===== config.mk =====
export PLATFORM = sky130hd
export DESIGN_NAME = sdac_front
export DESIGN_NICKNAME = d
export VERILOG_FILES = /design/src/rtl/sdac_pkg.sv /design/src/rtl/sdac_pin_sync.sv /design/src/rtl/sdac_frame_shift.sv /design/src/rtl/sdac_update_ctrl.sv /design/src/rtl/sdac_front.sv
export SDC_FILE = /design/constraint.sdc
export NUM_CORES = 1
export LEC_CHECK = 0
export ABC_AREA = 1
export BUFFER_PORTS_ARGS = -buffer_cell sky130_fd_sc_hd__clkbuf_2
export CORE_MARGIN = 5
export CORE_UTILIZATION = 40
export DETAILED_ROUTE_END_ITERATION = 8
export PLACE_DENSITY = 0.53
export REMOVE_ABC_BUFFERS = 1
export SLEW_MARGIN = 30
export SYNTH_ARGS = -nofsm -noshare
export SYNTH_HDL_FRONTEND = slang
export SYNTH_SLANG_ARGS = --single-unit

===== constraint.sdc =====
create_clock -name clk -period 2.2 [get_ports clk]
set_clock_uncertainty 0.2 [all_clocks]
set_input_delay 0.11 -clock clk [delete_from_list [all_inputs] [get_ports clk]]
set_output_delay 0.11 -clock clk [all_outputs]
set_load 0.005 [all_outputs]

===== src/rtl/sdac_pkg.sv =====
package sdac_pkg;
  localparam int PIN_N = 5;

  typedef struct packed {
    logic clear_n;
    logic load_n;
    logic sel_n;
    logic ser_clk;
    logic ser_data;
  } pins_t;

  // idle levels of the pins, used as synchroniser reset values
  localparam pins_t PINS_IDLE = '{clear_n: 1'b1, load_n: 1'b0, sel_n: 1'b1,
                                  ser_clk: 1'b0, ser_data: 1'b0};
endpackage


===== src/rtl/sdac_pin_sync.sv =====
module sdac_pin_sync #(
  parameter int          W    = 5,
  parameter logic [W-1:0] IDLE = '0
) (
  input  logic         clk,
  input  logic         rst_n,
  input  logic [W-1:0] raw,
  output logic [W-1:0] synced
);
  for (genvar i = 0; i < W; i++) begin : g_bit
    logic meta_q, stab_q;
    always_ff @(posedge clk or negedge rst_n) begin
      if (!rst_n) begin
        meta_q <= IDLE[i];
        stab_q <= IDLE[i];
      end else begin
        meta_q <= raw[i];
        stab_q <= meta_q;
      end
    end
    assign synced[i] = stab_q;
  end
endmodule


===== src/rtl/sdac_frame_shift.sv =====
module sdac_frame_shift #(
  parameter int DW = 16
) (
  input  logic          clk,
  input  logic          rst_n,
  input  logic          sel_n,
  input  logic          sel_fall,
  input  logic          sel_rise,
  input  logic          bit_strobe,
  input  logic          ser_data,
  input  logic          load_fall,
  output logic          frame_ok,
  output logic [DW-1:0] frame_word,
  output logic          frame_err
);
  localparam int          CW   = $clog2(DW + 2);
  localparam logic [CW-1:0] FULL = CW'(DW);
  localparam logic [CW-1:0] OVER = CW'(DW + 1);

  logic [DW-1:0] shift_q;
  logic [CW-1:0] cnt_q;
  logic          bad_q;
  logic          err_q;

  always_ff @(posedge clk or negedge rst_n) begin
    if (!rst_n) begin
      shift_q <= '0;
      cnt_q   <= '0;
      bad_q   <= 1'b0;
    end else if (sel_fall) begin
      cnt_q <= '0;
      bad_q <= load_fall;
    end else if (!sel_n) begin
      if (bit_strobe) begin
        shift_q <= {shift_q[DW-2:0], ser_data};
        if (cnt_q != OVER) cnt_q <= cnt_q + CW'(1);
      end
      if (load_fall) bad_q <= 1'b1;
    end
  end

  assign frame_ok   = sel_rise && (cnt_q == FULL) && !bad_q;
  assign frame_word = shift_q;

  always_ff @(posedge clk or negedge rst_n) begin
    if (!rst_n) err_q <= 1'b0;
    else        err_q <= sel_rise && !frame_ok;
  end
  assign frame_err = err_q;

  // every bit inside the window advances the count, pauses included
  a_r2_count_step: assert property (@(posedge clk) disable iff (!rst_n)
    (!sel_n && !sel_fall && bit_strobe && cnt_q != OVER) |=> cnt_q == $past(cnt_q) + CW'(1));

  // a strobe fall inside the window marks the frame bad
  a_r5_mark_bad: assert property (@(posedge clk) disable iff (!rst_n)
    (!sel_n && load_fall) |=> bad_q);

  // the count never passes the saturation value
  a_r3_count_bound: assert property (@(posedge clk) disable iff (!rst_n)
    cnt_q <= OVER);
endmodule


===== src/rtl/sdac_update_ctrl.sv =====
module sdac_update_ctrl #(
  parameter int          DW       = 16,
  parameter logic [DW-1:0] RST_CODE = '0
) (
  input  logic          clk,
  input  logic          rst_n,
  input  logic          frame_ok,
  input  logic [DW-1:0] frame_word,
  input  logic          load_n,
  input  logic          load_fall,
  input  logic          sel_n,
  input  logic          clear_n,
  input  logic          clear_fall,
  output logic [DW-1:0] dac_code,
  output logic          update_pulse
);
  logic [DW-1:0] code_q, hold_q;
  logic          pend_q, pulse_q;

  always_ff @(posedge clk or negedge rst_n) begin
    if (!rst_n) begin
      code_q  <= RST_CODE;
      hold_q  <= RST_CODE;
      pend_q  <= 1'b0;
      pulse_q <= 1'b0;
    end else begin
      pulse_q <= 1'b0;
      if (!clear_n) begin
        code_q  <= RST_CODE;
        pend_q  <= 1'b0;
        pulse_q <= clear_fall;
      end else if (frame_ok) begin
        hold_q <= frame_word;
        if (!load_n) begin
          code_q  <= frame_word;
          pend_q  <= 1'b0;
          pulse_q <= 1'b1;
        end else begin
          pend_q <= 1'b1;
        end
      end else if (load_fall && sel_n && pend_q) begin
        code_q  <= hold_q;
        pend_q  <= 1'b0;
        pulse_q <= 1'b1;
      end
    end
  end

  assign dac_code     = code_q;
  assign update_pulse = pulse_q;

  // clear holds the reset code and drops any pending word
  a_r6_clear_forces: assert property (@(posedge clk) disable iff (!rst_n)
    !clear_n |=> (code_q == RST_CODE && !pend_q));

  // an accepted frame with the strobe high leaves the code alone
  a_r4_defer_holds: assert property (@(posedge clk) disable iff (!rst_n)
    (frame_ok && load_n && clear_n) |=> (code_q == $past(code_q) && pend_q));

  // every change of the code register comes with the pulse
  a_r8_change_pulses: assert property (@(posedge clk) disable iff (!rst_n)
    (code_q != $past(code_q)) |-> pulse_q);
endmodule


===== src/rtl/sdac_front.sv =====
module sdac_front #(
  parameter int DW       = 16,
  parameter bit MIDSCALE = 1'b1
) (
  input  logic          clk,
  input  logic          rst_n,
  input  logic          sel_n,
  input  logic          ser_clk,
  input  logic          ser_data,
  input  logic          load_n,
  input  logic          clear_n,
  output logic [DW-1:0] dac_code,
  output logic          update_pulse,
  output logic          frame_err
);
  import sdac_pkg::*;

  localparam logic [DW-1:0] RST_CODE = MIDSCALE ? (DW'(1) << (DW - 1)) : '0;

  pins_t raw_p, syn_p;
  logic  sel_d, clk_d, load_d, clear_d;
  logic  sel_fall, sel_rise, bit_strobe, load_fall, clear_fall;
  logic  frame_ok;
  logic [DW-1:0] frame_word;

  assign raw_p = '{clear_n: clear_n, load_n: load_n, sel_n: sel_n,
                   ser_clk: ser_clk, ser_data: ser_data};

  sdac_pin_sync #(.W(PIN_N), .IDLE(PINS_IDLE)) u_sync (
    .clk(clk), .rst_n(rst_n), .raw(raw_p), .synced(syn_p)
  );

  always_ff @(posedge clk or negedge rst_n) begin
    if (!rst_n) begin
      sel_d   <= PINS_IDLE.sel_n;
      clk_d   <= PINS_IDLE.ser_clk;
      load_d  <= PINS_IDLE.load_n;
      clear_d <= PINS_IDLE.clear_n;
    end else begin
      sel_d   <= syn_p.sel_n;
      clk_d   <= syn_p.ser_clk;
      load_d  <= syn_p.load_n;
      clear_d <= syn_p.clear_n;
    end
  end

  assign sel_fall   = sel_d && !syn_p.sel_n;
  assign sel_rise   = !sel_d && syn_p.sel_n;
  assign bit_strobe = !clk_d && syn_p.ser_clk;
  assign load_fall  = load_d && !syn_p.load_n;
  assign clear_fall = clear_d && !syn_p.clear_n;

  sdac_frame_shift #(.DW(DW)) u_shift (
    .clk(clk), .rst_n(rst_n), .sel_n(syn_p.sel_n), .sel_fall(sel_fall),
    .sel_rise(sel_rise), .bit_strobe(bit_strobe), .ser_data(syn_p.ser_data),
    .load_fall(load_fall), .frame_ok(frame_ok), .frame_word(frame_word),
    .frame_err(frame_err)
  );

  sdac_update_ctrl #(.DW(DW), .RST_CODE(RST_CODE)) u_upd (
    .clk(clk), .rst_n(rst_n), .frame_ok(frame_ok), .frame_word(frame_word),
    .load_n(syn_p.load_n), .load_fall(load_fall), .sel_n(syn_p.sel_n),
    .clear_n(syn_p.clear_n), .clear_fall(clear_fall),
    .dac_code(dac_code), .update_pulse(update_pulse)
  );

  // reset code is present in the first cycle after reset
  a_r7_reset_code: assert property (@(posedge clk)
    $rose(rst_n) |-> dac_code == RST_CODE);
endmodule


==> qor.csv <==
stage;metric;value;unit
yosys;library cells used by synthesis;27;
cells_and_area;Antenna Cells;0;
drt;remaining routing DRC violations;0;
drt;router iterations before antenna repair;4;
sta;final-report max-slew violation count;0;
grt;pin count of the biggest net entering global routing;72;
place;count of port buffers added during placement;24;
floorplanning;placeable core area;0.007253;mm²
sta;measured slew at the worst slew-check pin;0.3773;ns
worst_setup_path;capturing element type of the critical path;flop;
grt;vias in the first global route;1987;
power;Sw Ratio;28.14;%
yosys;Primary FF master, synth;dfrtp_1;
floorplanning;Ports;25;
clock_network;insertion delay of the later-clocked pin in the worst-skew pair;0.34;ns
sta;Slew headroom;74.84;%
drt;count of vias placed by the detailed router;2103;
power;power density relative to cell area;821.3;mW/mm²
drt;iteration-0 DRC count of the detailed router;127;
clock_network;hold-fix buffers at CTS;6;
status;outcome;finished clean;
yosys;number of synthesized register bits;71;
yosys;asr flop ratio synth;100.0;%
power;Int Pwr;0.002018;W
clock_network;root buffer cell;clkbuf_8;
grt;GRT Overall Usage;13.44;%
sta;Finish-stage setup viols;0;
power;maximum vdd ir drop;280.6;µV
yosys;Syn Area/Cell;9.434;µm²
cells_and_area;number of filler cells placed in the layout;698;
power;relative contribution of sequential cells to total power;54.5;%
worst_setup_path;arrival time at the worst endpoint;1.94;ns
drt;Final Routed Wirelength;5403;µm
clock_network;number of CTS-inserted buffers;9;
cells_and_area;ratio of cells with drive above 1 in the final layout;19.83;%
place;Final GP Congestion;0.7694;
floorplanning;horizontal extent of the die;96.19;µm
sta;post-route clock period utilization;86.93;%
clock_network;total of cells resized after clock tree synthesis;0;
worst_setup_path;Worst EP required;2.23;ns
sta;Tmin final;1.913;ns
cells_and_area;area delta synth->final;15.07;%
place;detailed placer's ending HPWL;3636;µm
cells_and_area;final net count;358;
clock_network;Sinks on Clock Net;71;
grt;highest-utilization routing layer at the global route stage;met1;
clock_network;Clock Tree Buf Depth;2;
power;leak pwr;1.833;nW
worst_setup_path;depth of the worst register-to-register path;10;
grt;initial antenna violation count;0;
power;power consumption;0.002808;W
sta;number of hold-slack violations in the final timing report;0;
worst_setup_path;category of the worst setup path launch point;flop;
run;number of max-capacitance violations reported;0;
grt;first-pass GRT wire length;9501;µm
grt;met1 track demand over resource;20.38;%
yosys;YS warnings;0;
grt;met2 Track Usage GR;17.60;%
power;net switching power;0.0007903;W
power;Clk network pwr share;34.0;%
sta;sum of negative setup slack;0;ns
worst_setup_path;path type of the worst setup path;flop to flop;
sta;RSZ-0062 raised after global routing;no;
yosys;mapped cell area;0.002972;mm²
drt;via density per instance;4.653;
place;DP Worst Slack;0.2940;ns
grt;met3 track demand over resource;3.127;%
floorplanning;chip height;96.19;µm
drt;Post-DRT Antenna Nets;0;
floorplanning;starting density of the core;40.97;%
drt;average detailed-routed wire length per instance;11.95;µm
worst_setup_path;largest fanout on the critical path;18;
floorplanning;full die area;0.009253;mm²
power;Comb power frac;11.6;%
floorplanning;number of cell rows;31;
yosys;Mapped Cells;315;
sta;fin worst setup slack;0.2875;ns
yosys;count of flip-flops with a built-in enable after synthesis;0;
grt;total global routing overflow;0;
clock_network;total number of H-tree levels;3;
clock_network;clock transition time at the flip-flop clock pins of the worst setup and hold paths;0.08;ns
hold_path;worst hold path type;input pin to asynchronous set/reset pin;
yosys;sequential element share of the synthesized area;60.13;%
sta;Peak Freq;0.5229;GHz
clock_network;Post-CTS Setup Bufs;0;
clock_network;CTS tree;yes;
-- flip-flops by register name, indices dropped and copies added (netlist names) --
| name | cells |
|---|---|
| clear_d | 1 |
| clk_d | 1 |
| load_d | 1 |
| sel_d | 1 |
| u_shift.bad_q | 1 |
| u_shift.cnt_q | 5 |
| u_shift.frame_err | 1 |
| u_shift.frame_word | 16 |
| u_sync.g_bit.meta_q | 5 |
| u_sync.g_bit.stab_q | 5 |
| u_upd.dac_code | 16 |
| u_upd.hold_q | 16 |
| u_upd.pend_q | 1 |
| u_upd.update_pulse | 1 |
-- cells in the mapped netlist (2+ instances only) --
| master | number | share of area [%] |
|---|---|---|
| a21oi_1 | 8 | 1.3 |
| buf_2 | 2 | 0.34 |
| buf_4 | 4 | 1.0 |
| clkbuf_1 | 4 | 0.51 |
| dfrtp_1 | 63 | 53 |
| dfstp_2 | 8 | 7.1 |
| ha_1 | 3 | 1.3 |
| inv_1 | 18 | 2.3 |
| inv_2 | 3 | 0.38 |
| nand2_1 | 109 | 14 |
| nand2_2 | 4 | 0.84 |
| nand2_4 | 3 | 1.1 |
| nand3_1 | 25 | 4.2 |
| nand4_1 | 16 | 3.4 |
| nor2_1 | 16 | 2.0 |
| nor2_4 | 3 | 1.1 |
| o21ai_0 | 14 | 2.4 |
| xor2_1 | 3 | 0.88 |
-- final timing paths --
kind,startpoint,endpoint,slack [ns]
setup / recovery,u_shift.cnt_q[0],u_upd.dac_code[2],0.29
hold / removal,rst_n,u_sync.g_bit[3].meta_q,0.11
setup reg to reg,u_shift.cnt_q[0],u_upd.dac_code[2],0.29
hold reg to reg,u_sync.g_bit[1].meta_q,u_sync.g_bit[1].stab_q,0.15
max in group asynchronous,rst_n,u_upd.hold_q[15],1.34
min in group clk,u_sync.g_bit[1].meta_q,u_sync.g_bit[1].stab_q,0.15
-- per-layer routing --
metal / routed length [µm] / vias up / share of wire, %
met5: 0 / - / 0
met3: 286 / 9 / 5.3
met4: 116 / 0 / 2.1
li1: - / 1071 / -
met1: 2874 / 979 / 53
met2: 2125 / 44 / 39
-- cell type report --
class / count / area, µm² / area share (%)
Timing Repair Buffer: 35 / 230.2 / 6.733
Multi-Input combinational cell: 209 / 1007 / 29.45
Inverter: 22 / 87.58 / 2.561
Clock buffer: 11 / 151.4 / 4.427
Sequential cell: 71 / 1787 / 52.25
Clock inverter: 5 / 32.53 / 0.9513
Tap cell: 99 / 123.9 / 3.622
-- kinds of logic (layout without fill, tap and decap cells) --
group / count (synthesis) / in the layout / synth area share (%)
AOI/OAI and AO/OA: 24 / 24 / 4.211
xor gates and xnor gates: 3 / 3 / 0.8844
and+or+nand+nor: 179 / 179 / 27.54
DFF: 71 / 71 / 60.13
adders and majority gates: 3 / 3 / 1.263
buffers and inverters: 35 / 73 / 5.979
-- critical path, cell delays in order, from the launching register on --
cell and delay, ns:
dfrtp_1 0.40, inv_1 0.09, ha_1 0.22, nand2_1 0.10, nor2_4 0.06, nand2_4 0.18, nand3_4 0.11, nand2_4 0.21
inv_6 0.10, nand2_1 0.09, nand2_1 0.05
-- power by group through the flow --
stage	Combinational (W)	Sequential [W]	Clock [W]
floorplan	0.000225	0.00154	0
global placement	0.000320	0.00155	0
detailed placement	0.000324	0.00155	0
CTS	0.000332	0.00153	0.000987
global route	0.000378	0.00155	0.00104
finish	0.000325	0.00153	0.000954
-- per-stage QoR --
step	utilization (%)	hold WS, ns	cell area (µm²)	cells
3_3_place_gp	43.78	-0.03329	3176	430
5_1_grt	47.15	0.1600	3420	452
6_report	47.15	0.1140	3420	452
4_1_cts	47.15	0.1352	3420	452
2_1_floorplan	-	-0.3856	2882	302
3_5_place_dp	43.78	-0.03155	3176	430
-- cells in the final DEF, fill, tap and decap left out, drive strengths merged --
cell / synthesis / layout
a21oi: 8 / 8
buf: 9 / 6
clkbuf: 4 / 34
clkinv: 0 / 2
clkinvlp: 0 / 3
dfrtp: 63 / 63
dfstp: 8 / 8
dlygate4sd3: 0 / 6
ha: 3 / 3
inv: 22 / 22
nand2: 116 / 116
nand3: 26 / 26
nand3b: 1 / 1
nand4: 16 / 16
nor2: 20 / 20
o21ai: 15 / 15
o22ai: 1 / 1
xor2: 3 / 3
No activity file was read; power rests on OpenSTA's default activity.
